$ cat src/rtl/iommu_rb_pkg.sv
package iommu_rb_pkg;
  localparam int CTX_STRIDE = 64;
  localparam int OFF_W      = 6;

  localparam logic [OFF_W-1:0] OFF_CTRL   = 6'h00;
  localparam logic [OFF_W-1:0] OFF_TTCFG  = 6'h08;
  localparam logic [OFF_W-1:0] OFF_TBL_LO = 6'h10;
  localparam logic [OFF_W-1:0] OFF_TBL_HI = 6'h14;
  localparam logic [OFF_W-1:0] OFF_STATUS = 6'h20;
  localparam logic [OFF_W-1:0] OFF_ERR_LO = 6'h30;
  localparam logic [OFF_W-1:0] OFF_ERR_HI = 6'h34;

  localparam int CTRL_EN    = 0;
  localparam int CTRL_FLUSH = 1;
  localparam int CTRL_IEN   = 2;

  localparam int          STAT_W    = 5;
  localparam logic [4:0]  STAT_MASK = 5'b10111;
  localparam int          LONG_DESC_BIT = 31;
endpackage

$ cat src/rtl/iommu_rb_decode.sv
module iommu_rb_decode
  import iommu_rb_pkg::*;
#(
  parameter int          NUM_CTX   = 8,
  parameter int          ADDR_W    = 12,
  parameter logic [ADDR_W-1:0] BASE_ADDR = 12'h100
) (
  input  logic [ADDR_W-1:0] addr,
  output logic [NUM_CTX-1:0] ctx_sel,
  output logic [OFF_W-1:0]   off
);
  localparam int IDX_W = ADDR_W + 1 - OFF_W;
  localparam logic [ADDR_W:0] BASE_EXT = {1'b0, BASE_ADDR};
  localparam logic [ADDR_W:0] BANK_EXT = (ADDR_W+1)'(NUM_CTX * CTX_STRIDE);

  logic [ADDR_W:0] rel;
  logic            in_bank;
  logic [IDX_W-1:0] idx;

  assign rel     = {1'b0, addr} - BASE_EXT;
  assign in_bank = ({1'b0, addr} >= BASE_EXT) && (rel < BANK_EXT);
  assign idx     = rel[ADDR_W:OFF_W];
  assign off     = rel[OFF_W-1:0];

  for (genvar g = 0; g < NUM_CTX; g++) begin : g_sel
    assign ctx_sel[g] = in_bank && (idx == IDX_W'(g));
  end
endmodule

$ cat src/rtl/iommu_ctx_regs.sv
module iommu_ctx_regs
  import iommu_rb_pkg::*;
#(
  parameter int ERR_ADDR_W = 40
) (
  input  logic                  clk,
  input  logic                  rst_n,
  input  logic                  wr_en,
  input  logic [OFF_W-1:0]      off,
  input  logic [31:0]           wdata,
  input  logic                  evt_hit,
  input  logic [STAT_W-1:0]     evt_flags,
  input  logic [ERR_ADDR_W-1:0] evt_addr,
  input  logic                  flush_done,
  output logic [31:0]           rdata,
  output logic                  en,
  output logic                  ien,
  output logic                  flush_pend,
  output logic                  long_desc,
  output logic                  fault_any
);
  localparam int HI_W = ERR_ADDR_W - 32;

  logic              en_q, ien_q, flush_q;
  logic              en_d, ien_d, flush_d;
  logic [31:0]       ttcfg_q, tbl_lo_q, tbl_hi_q;
  logic [STAT_W-1:0] stat_q, stat_d;
  logic [31:0]       err_lo_q, err_lo_d;
  logic [HI_W-1:0]   err_hi_q, err_hi_d;

  logic wr_ctrl, wr_ttcfg, wr_tlo, wr_thi, wr_stat, stat_clr, evt_take;
  logic [STAT_W-1:0] new_flags, stat_base;

  assign wr_ctrl  = wr_en && (off == OFF_CTRL);
  assign wr_ttcfg = wr_en && (off == OFF_TTCFG);
  assign wr_tlo   = wr_en && (off == OFF_TBL_LO);
  assign wr_thi   = wr_en && (off == OFF_TBL_HI);
  assign wr_stat  = wr_en && (off == OFF_STATUS);
  assign stat_clr = wr_stat && (wdata == 32'd0);
  assign new_flags = evt_flags & STAT_MASK;
  assign evt_take  = evt_hit && (new_flags != '0);

  always_comb begin
    en_d    = wr_ctrl ? wdata[CTRL_EN]  : en_q;
    ien_d   = wr_ctrl ? wdata[CTRL_IEN] : ien_q;
    flush_d = flush_q;
    if (flush_done) flush_d = 1'b0;
    if (wr_ctrl && wdata[CTRL_FLUSH]) flush_d = 1'b1;
  end

  always_comb begin
    stat_base = stat_clr ? '0 : stat_q;
    err_lo_d  = stat_clr ? '0 : err_lo_q;
    err_hi_d  = stat_clr ? '0 : err_hi_q;
    stat_d    = stat_base;
    if (evt_take) begin
      stat_d = stat_base | new_flags;
      if (stat_base == '0) begin
        err_lo_d = evt_addr[31:0];
        err_hi_d = evt_addr[ERR_ADDR_W-1:32];
      end
    end
  end

  always_ff @(posedge clk or negedge rst_n) begin
    if (!rst_n) begin
      en_q     <= 1'b0;
      ien_q    <= 1'b0;
      flush_q  <= 1'b0;
      stat_q   <= '0;
      err_lo_q <= '0;
      err_hi_q <= '0;
    end else begin
      en_q     <= en_d;
      ien_q    <= ien_d;
      flush_q  <= flush_d;
      stat_q   <= stat_d;
      err_lo_q <= err_lo_d;
      err_hi_q <= err_hi_d;
    end
  end

  always_ff @(posedge clk or negedge rst_n) begin
    if (!rst_n) begin
      ttcfg_q  <= '0;
      tbl_lo_q <= '0;
      tbl_hi_q <= '0;
    end else begin
      if (wr_ttcfg) ttcfg_q  <= wdata;
      if (wr_tlo)   tbl_lo_q <= wdata;
      if (wr_thi)   tbl_hi_q <= wdata;
    end
  end

  always_comb begin
    case (off)
      OFF_CTRL:   rdata = {29'd0, ien_q, flush_q, en_q};
      OFF_TTCFG:  rdata = ttcfg_q;
      OFF_TBL_LO: rdata = tbl_lo_q;
      OFF_TBL_HI: rdata = tbl_hi_q;
      OFF_STATUS: rdata = 32'(stat_q);
      OFF_ERR_LO: rdata = err_lo_q;
      OFF_ERR_HI: rdata = 32'(err_hi_q);
      default:    rdata = 32'd0;
    endcase
  end

  assign en         = en_q;
  assign ien        = ien_q;
  assign flush_pend = flush_q;
  assign long_desc  = ttcfg_q[LONG_DESC_BIT];
  assign fault_any  = (stat_q != '0);

  // a pending flush waits for the engine
  p_flush_hold_r3: assert property (@(posedge clk) disable iff (!rst_n)
    flush_q && !flush_done |=> flush_q);
  // completion clears the flush unless re-requested
  p_flush_done_r3: assert property (@(posedge clk) disable iff (!rst_n)
    flush_q && flush_done && !(wr_ctrl && wdata[CTRL_FLUSH]) |=> !flush_q);
  // later faults keep the first address
  p_keep_addr_r5: assert property (@(posedge clk) disable iff (!rst_n)
    (stat_q != '0) && evt_hit && !wr_stat |=> $stable(err_lo_q) && $stable(err_hi_q));
  // non-zero write does not clear
  p_wr1_keep_r6: assert property (@(posedge clk) disable iff (!rst_n)
    wr_stat && (wdata != 32'd0) && !evt_hit |=> $stable(stat_q));
  // zero write clears flags and address
  p_clear_r6: assert property (@(posedge clk) disable iff (!rst_n)
    stat_clr && !evt_hit |=> (stat_q == '0) && (err_lo_q == '0) && (err_hi_q == '0));
endmodule

$ cat src/rtl/iommu_ctx_regbank.sv
module iommu_ctx_regbank
  import iommu_rb_pkg::*;
#(
  parameter int NUM_CTX    = 8,
  parameter int ADDR_W     = 12,
  parameter logic [ADDR_W-1:0] BASE_ADDR = 12'h100,
  parameter int ERR_ADDR_W = 40,
  localparam int CTX_IDX_W = (NUM_CTX > 1) ? $clog2(NUM_CTX) : 1
) (
  input  logic                  clk,
  input  logic                  rst_n,
  input  logic                  bus_wr,
  input  logic                  bus_rd,
  input  logic [ADDR_W-1:0]     bus_addr,
  input  logic [31:0]           bus_wdata,
  output logic [31:0]           bus_rdata,
  input  logic                  evt_valid,
  input  logic [CTX_IDX_W-1:0]  evt_ctx,
  input  logic [STAT_W-1:0]     evt_flags,
  input  logic [ERR_ADDR_W-1:0] evt_addr,
  input  logic [NUM_CTX-1:0]    flush_done,
  output logic [NUM_CTX-1:0]    flush_req,
  output logic [NUM_CTX-1:0]    ctx_en,
  output logic [NUM_CTX-1:0]    ctx_long_desc,
  output logic                  irq
);
  logic rst_meta, rst_sn;

  always_ff @(posedge clk or negedge rst_n) begin
    if (!rst_n) begin
      rst_meta <= 1'b0;
      rst_sn   <= 1'b0;
    end else begin
      rst_meta <= 1'b1;
      rst_sn   <= rst_meta;
    end
  end

  logic [NUM_CTX-1:0] ctx_sel, evt_hit, ien, fault_any;
  logic [OFF_W-1:0]   off;
  logic [31:0]        ctx_rdata [NUM_CTX];
  logic [31:0]        rd_mux;

  iommu_rb_decode #(
    .NUM_CTX(NUM_CTX), .ADDR_W(ADDR_W), .BASE_ADDR(BASE_ADDR)
  ) u_dec (
    .addr(bus_addr), .ctx_sel(ctx_sel), .off(off)
  );

  for (genvar g = 0; g < NUM_CTX; g++) begin : g_ctx
    assign evt_hit[g] = evt_valid && (evt_ctx == CTX_IDX_W'(g));

    iommu_ctx_regs #(.ERR_ADDR_W(ERR_ADDR_W)) u_regs (
      .clk        (clk),
      .rst_n      (rst_sn),
      .wr_en      (bus_wr && ctx_sel[g]),
      .off        (off),
      .wdata      (bus_wdata),
      .evt_hit    (evt_hit[g]),
      .evt_flags  (evt_flags),
      .evt_addr   (evt_addr),
      .flush_done (flush_done[g]),
      .rdata      (ctx_rdata[g]),
      .en         (ctx_en[g]),
      .ien        (ien[g]),
      .flush_pend (flush_req[g]),
      .long_desc  (ctx_long_desc[g]),
      .fault_any  (fault_any[g])
    );
  end

  always_comb begin
    rd_mux = 32'd0;
    for (int i = 0; i < NUM_CTX; i++)
      if (ctx_sel[i]) rd_mux = rd_mux | ctx_rdata[i];
  end

  always_ff @(posedge clk or negedge rst_sn) begin
    if (!rst_sn) bus_rdata <= 32'd0;
    else if (bus_rd) bus_rdata <= rd_mux;
  end

  assign irq = |(ien & fault_any);

  // at most one context decodes an address
  p_sel_onehot_r1: assert property (@(posedge clk) disable iff (!rst_sn)
    $onehot0(ctx_sel));
  // interrupt rises only after a fault event or a register write
  p_irq_rise_r7: assert property (@(posedge clk) disable iff (!rst_sn)
    $rose(irq) |-> $past(evt_valid || bus_wr));
  // interrupt falls only after a register write
  p_irq_fall_r7: assert property (@(posedge clk) disable iff (!rst_sn)
    $fell(irq) |-> $past(bus_wr));
endmodule

$ cat config.mk
export PLATFORM = sky130hd
export DESIGN_NAME = iommu_ctx_regbank
export DESIGN_NICKNAME = d
export VERILOG_FILES = /design/src/rtl/iommu_rb_pkg.sv /design/src/rtl/iommu_rb_decode.sv /design/src/rtl/iommu_ctx_regs.sv /design/src/rtl/iommu_ctx_regbank.sv
export SDC_FILE = /design/constraint.sdc
export NUM_CORES = 2
export LEC_CHECK = 0
export CAP_MARGIN = 20
export CELL_PAD_IN_SITES_DETAIL_PLACEMENT = 1
export CELL_PAD_IN_SITES_GLOBAL_PLACEMENT = 2
export CORE_MARGIN = 2
export CORE_UTILIZATION = 33
export DETAILED_ROUTE_END_ITERATION = 12
export GPL_TIMING_DRIVEN = 0
export PLACE_DENSITY = 0.67
export SETUP_SLACK_MARGIN = 0.02
export SYNTH_ARGS = -nofsm -noshare
export SYNTH_HDL_FRONTEND = slang
export SYNTH_SLANG_ARGS = --single-unit
$ cat constraint.sdc
create_clock -name clk -period 59.8 [get_ports clk]
set_input_delay 14.95 -clock clk [delete_from_list [all_inputs] [get_ports clk]]
set_output_delay 14.95 -clock clk [all_outputs]
set_load 0.02 [all_outputs]
### Word-level counts from Yosys, hierarchy flattened

Cells that the tools add are included.

| word-level totals | value |
|---|---|
| output and inout port bits | 57 |
| word-level logic and storage cells | 329 |
| register bits after elaboration | 1186 |

| operators by class | value |
|---|---|
| mux-type cells | 96 |
| reductions and logical operators | 119 |
| bitwise operators | 16 |
| equal/unequal tests | 20 |
| add/sub/neg operators | 1 |
| order comparisons | 2 |

Operator list:

| operator | count |
|---|---|
| 32-bit case mux with 7 select lines | 8 |
| 32-bit two-way mux | 32 |
| 32-bit OR | 7 |
| 8-bit two-way mux | 24 |
| 1-bit logical AND | 89 |
| 5-bit two-way mux | 16 |
| 5-bit nonzero test | 9 |
| 5-bit zero test | 8 |
| 5-bit OR | 8 |
| 32-bit zero test | 1 |
| 7-bit by 3-bit == test with 1-bit output, second input constant | 4 |
| 6-bit == test, second input constant | 3 |
| 1-bit two-way mux | 16 |
| 2-bit nonzero test | 8 |
| 7-bit by 2-bit == test with 1-bit output, second input constant | 2 |
| 13-bit by 10-bit less-than comparator with 1-bit output, second input constant | 1 |
| 12-bit by 9-bit subtractor with 13-bit output, second input constant | 1 |
| 3-bit == test, second input constant | 4 |
| 6-bit by 5-bit == test with 1-bit output, second input constant | 2 |
| 12-bit by 9-bit greater-or-equal comparator with 1-bit output, second input constant | 1 |
| 8-bit bitwise AND | 1 |
| 8-bit OR reduction | 1 |
| 7-bit by 1-bit == test with 1-bit output, second input constant | 1 |
| 7-bit zero test | 1 |
| 5 further kinds | 6 |

### Longest topological paths before layout

| logic depth | value |
|---|---|
| word-level depth | 19 |
| depth in mapped cells | 11 |

### Cells and area by module

Synthesis repeated with hierarchy kept, for this count alone.

| unflattened totals | value |
|---|---|
| cell total of the unflattened synthesis | 4035 |
| area, all modules | 52877.0 sq um |

Modules (own cells, without submodules):

| module | area each (sq um) | instances | cells each | seq. area each (sq um) |
|---|---|---|---|---|
| iommu_ctx_regs | 6219.7 | 8 | 464 | 3603.5 |
| iommu_ctx_regbank | 2892.8 | 1 | 292 | 850.8 |
| iommu_rb_decode | 226.5 | 1 | 31 | 0.0 |

### Least setup slack after synthesis

Ideal clock, no wire load.

| timing path | value |
|---|---|
| path type | input to register |
| start point | in bus_addr[5] |
| end point | reg bus_rdata[2] |
| setup slack | 42.684 ns |
| cell stages on the path | 9 |
| required time | 59.649 ns |
| library setup time | 0.151 ns |
| arrival time | 16.965 ns |
| cells stage by stage | buf_2 -> buf_2 -> buf_2 -> buf_1 -> mux4_2 -> a22oi_1 -> o21ai_0 -> a2111oi_0 -> a41oi_1 |

| on the way | value |
|---|---|
| longest elaborated chain between the ends | 19 |
| elaborated cells between the ends (all ways) | 50 |

RTL lines:

| item | RTL line | text |
|---|---|---|
| start: declaration | iommu_ctx_regbank.sv:14 | `input logic [ADDR_W-1:0] bus_addr,` |
| 12-bit by 9-bit subtractor with 13-bit output | iommu_rb_decode.sv:20 | `assign rel = {1'b0, addr} - BASE_EXT;` |
| 13-bit by 10-bit less-than comparator with 1-bit output | iommu_rb_decode.sv:21 | `assign in_bank = ({1'b0, addr} >= BASE_EXT) && (rel < BANK_EXT);` |
| 1-bit logical AND | iommu_rb_decode.sv:21 |  |
| 1-bit logical AND | iommu_rb_decode.sv:26 | `assign ctx_sel[g] = in_bank && (idx == IDX_W'(g));` |
| 32-bit two-way mux | iommu_ctx_regbank.sv:75 | `if (ctx_sel[i]) rd_mux = rd_mux \| ctx_rdata[i];` |
| 32-bit OR | iommu_ctx_regbank.sv:75 |  |
| 32-bit two-way mux | iommu_ctx_regbank.sv:75 |  |
| 32-bit OR | iommu_ctx_regbank.sv:75 |  |
| [... 3 more ...] | - |  |
| 32-bit OR | iommu_ctx_regbank.sv:75 |  |
| 32-bit two-way mux | iommu_ctx_regbank.sv:75 |  |
| 32-bit OR | iommu_ctx_regbank.sv:75 |  |
| 32-bit two-way mux | iommu_ctx_regbank.sv:75 |  |
| 32-bit OR | iommu_ctx_regbank.sv:75 |  |
| 32-bit two-way mux | iommu_ctx_regbank.sv:75 |  |
| 32-bit OR | iommu_ctx_regbank.sv:75 |  |
| 32-bit two-way mux * | iommu_ctx_regbank.sv:75 |  |
| end signal: assignment | iommu_ctx_regbank.sv:80 | `else if (bus_rd) bus_rdata <= rd_mux;` |
| end: declaration | iommu_ctx_regbank.sv:16 | `output logic [31:0] bus_rdata,` |

Every way passes the cells marked *; elsewhere a longest branch is shown, timed or not.
A chain may end at the register's enable or synchronous reset.

### Worst setup path in the final report

| timing path | value |
|---|---|
| start point | in bus_addr[4] |
| end point | reg bus_rdata[14] |

The elaborated chain is that of the path after synthesis.

==> impl_results.md <==
- Max Transition Viols Final: 0
- Actual slew at the worst max-slew pin: 1.34 ns
- Number of DRC markers in iteration 0: 5565
- Hpwl dp: 193000 um
- Peak supply drop: 0.0000312 V
- Syn_nets: 4030
- Clock skew: 0.0315 ns
- 1st-pass router iterations: 7
- Placed inst area: 58600 um^2
- Clock Tree Buf Depth: 3
- Ys flop type: dfrtp_1
- Startpoint types: primary input
- Cell area after layout: 63500 um^2
- FP Rows: 146
- Max_cap viols: 0
- CTS resizes: 0
- Fin cells: 6481
- Final Util: 0.400
- Worst Hold Class: reg2reg
- Syn Inst Count: 3922
- Min cycle time layout: 19.69 ns
- Critical Path Fanout Max: 10
- Largest net degree at the start of global routing: 68
- Setup WS pre-CTS: 39.64 ns
- Initial antenna violation count: 20
- Worst skew pair latency: 0.81 ns
- Routed length per instance: 42.5 um
- Syn-to-layout area delta: 20.3%
- Die height: 404 um
- Kind of critical path: in2reg
- Final setup viols: 0
- Layout cell share with drive strength beyond 1: 0.338
- Crit path arrival time: 20.40 ns
- Pwr/cell area: 31.1 nW/um^2
- H-Tree Depth: 4
- Most frequent cells in the layout: dfrtp_1, mux2_2, a22o_1, clkbuf_1, a222oi_1
- Most common cell after layout, fill and taps aside: dfrtp_1
- Remaining DRCs: 0
- P_leak: 29.4 nW
- CTS root buf: clkbuf_16
- Synthesized area: 52800 um^2
- Setup bufs post-CTS: 0
- Die width: 404 um
- Fmax: 50.8 MHz
- Setup Total Neg Slack: 0 ns
- DRT Wirelength: 275000 um
- Number of synthesized flops with an enable pin: 0
- Seq/Total Area, Yosys: 0.562
- Port Buf Inserts: 115
- Die area: 163000 um^2
- Syn Area/Cell: 13.5 um^2
- Final ANT Viol Nets: 0
- Grt ovf: 0
- CP required: 60.52 ns
- Worst setup margin: 40.11 ns
- Final period util: 0.329
- Sink Count: 1186
- Core area: 159000 um^2
- CTS Buf Count: 138
- IO Pins: 162
- #FFs+latches synth: 1186
- CTS tree: done
- GRT Util Overall: 0.334
- Nets@finish: 4397
- Critical Path Sink Type: flip-flop
- Clk pin slew, worst setup/hold paths: 0.06 ns
- Vias: 41700
- Post-synth ARST share: 1.00
- Global-route wire length before repair: 369000 um
- Slew headroom: 0.106
- Hold Buf Count CTS: 0
- Placed insts: 6211
- Vias in the first global route: 41900
- Status: finished clean
- Initial core utilization: 0.333
- RSZ-0062 raised after global routing: no
- Cell variety after synth: 59
- WHS Path Cells: 0
- Final RePlAce weighted congestion: 0.948
- Endpoints failing hold: 0
- Ys Warns: 0
- Vias per cell: 6.43
- Worst reg-to-reg path cell count: 6
[metal layers]
| layer | wire length [um] | vias up | share of wire | GRT usage |
|---|---|---|---|---|
| met5 | 42 | - | 0.00015 | 0 |
| met4 | 17500 | 6 | 0.064 | 0.199 |
| met3 | 27800 | 720 | 0.10 | 0.100 |
| met2 | 118000 | 2605 | 0.43 | 0.484 |
| met1 | 111000 | 22600 | 0.41 | 0.438 |
| li1 | - | 15800 | - | - |
[synthesized netlist by cell type, types with 5 or more instances]
cell type	count	share of area
o32a_1	8	0.0015
mux2_1	18	0.0038
dfrtp_1	1186	0.56
clkbuf_1	192	0.014
o2bb2ai_1	37	0.0061
nand2b_1	5	0.00059
a31oi_1	11	0.0013
nand3_1	14	0.0013
o22ai_1	112	0.013
nor4_1	27	0.0032
a21oi_1	74	0.0070
or4_1	7	0.00099
nor2_1	53	0.0038
o21ai_0	26	0.0025
nand4_1	5	0.00059
or3_1	7	0.00083
mux4_2	24	0.010
mux2i_1	95	0.018
buf_1	129	0.0092
and2_1	14	0.0017
buf_2	100	0.0095
inv_1	10	0.00071
nand2_1	106	0.0075
a222oi_1	162	0.031
mux2_2	942	0.20
o22a_1	5	0.00083
nor3_1	22	0.0021
a22oi_1	77	0.011
a22o_1	363	0.060
buf_4	24	0.0034
[layout make-up]
cell class | count | area (um^2)
Antenna cell | 14 | 35.0
Buffer | 445 | 1940
Clock buffer | 198 | 4010
Clock inverter | 48 | 747
Fill cell | 16200 | 95200
Inverter | 11 | 41.3
Multi-Input combinational cell | 2280 | 21200
Sequential cell | 1186 | 29700
Tap cell | 2072 | 2590
Timing Repair Buffer | 227 | 3230
[worst max-delay path, stage by stage]
cell and delay [ns]:
clkdlybuf4s50_1 0.58, buf_2 0.35, nor4b_2 0.78, clkbuf_1 1.02, buf_1 0.89, clkbuf_1 0.97
a22oi_1 0.14, o22ai_1 0.31, nor2_1 0.20, a31oi_1 0.19
[metrics by stage]
step	total power (W)	hold slack, ns
after floorplan	0.000996	0.331
after global placement	0.00107	0.338
after detailed placement	0.00108	0.341
after CTS	0.00198	0.358
after global routing	0.00202	0.360
final	0.00198	0.354
[cells by family after synthesis]
| kind of cell | count (synthesis) | synth area share |
|---|---|---|
| AND/OR/NAND/NOR | 287 | 0.0278 |
| other | 1 | 0.0000710 |
| buffers and inverters | 456 | 0.0365 |
| multiplexers | 1079 | 0.233 |
| adder cells (fa/ha/maj) | 3 | 0.000711 |
| AO/OA/AOI/OAI | 910 | 0.140 |
| flip-flops | 1186 | 0.562 |
[power breakdown]
group,switching (W),internal (W)
clock,0.000374,0.000534
sequential,0.0000424,0.000854
combinational,0.0000980,0.0000753
total,0.000514,0.00146
[final timing paths]
path | start | end | slack [ns]
worst max-delay path | bus_addr[4] | bus_rdata[14] | 40.11
worst min-delay path | rst_meta | rst_sn | 0.35
worst max register to register | g_ctx[4].u_regs.stat_q[4] | g_ctx[4].u_regs.err_hi_q[6] | 56.74
worst min register to register | rst_meta | rst_sn | 0.35
max in group asynchronous | rst_n | rst_sn | 45.37
min in group asynchronous | rst_sn | g_ctx[1].u_regs.tbl_lo_q[28] | 0.38
[state kept, by name (all words and copies together), names as in the netlist]
name / cells
bus_rdata: 32
g_ctx.u_regs.en: 8
g_ctx.u_regs.err_hi_q: 64
g_ctx.u_regs.err_lo_q: 256
g_ctx.u_regs.flush_pend: 8
g_ctx.u_regs.ien: 8
g_ctx.u_regs.stat_q: 40
g_ctx.u_regs.tbl_hi_q: 256
g_ctx.u_regs.tbl_lo_q: 256
g_ctx.u_regs.ttcfg_q: 256
rst_meta: 1
rst_sn: 1
Note: power is estimated with default switching activity, not from simulation.
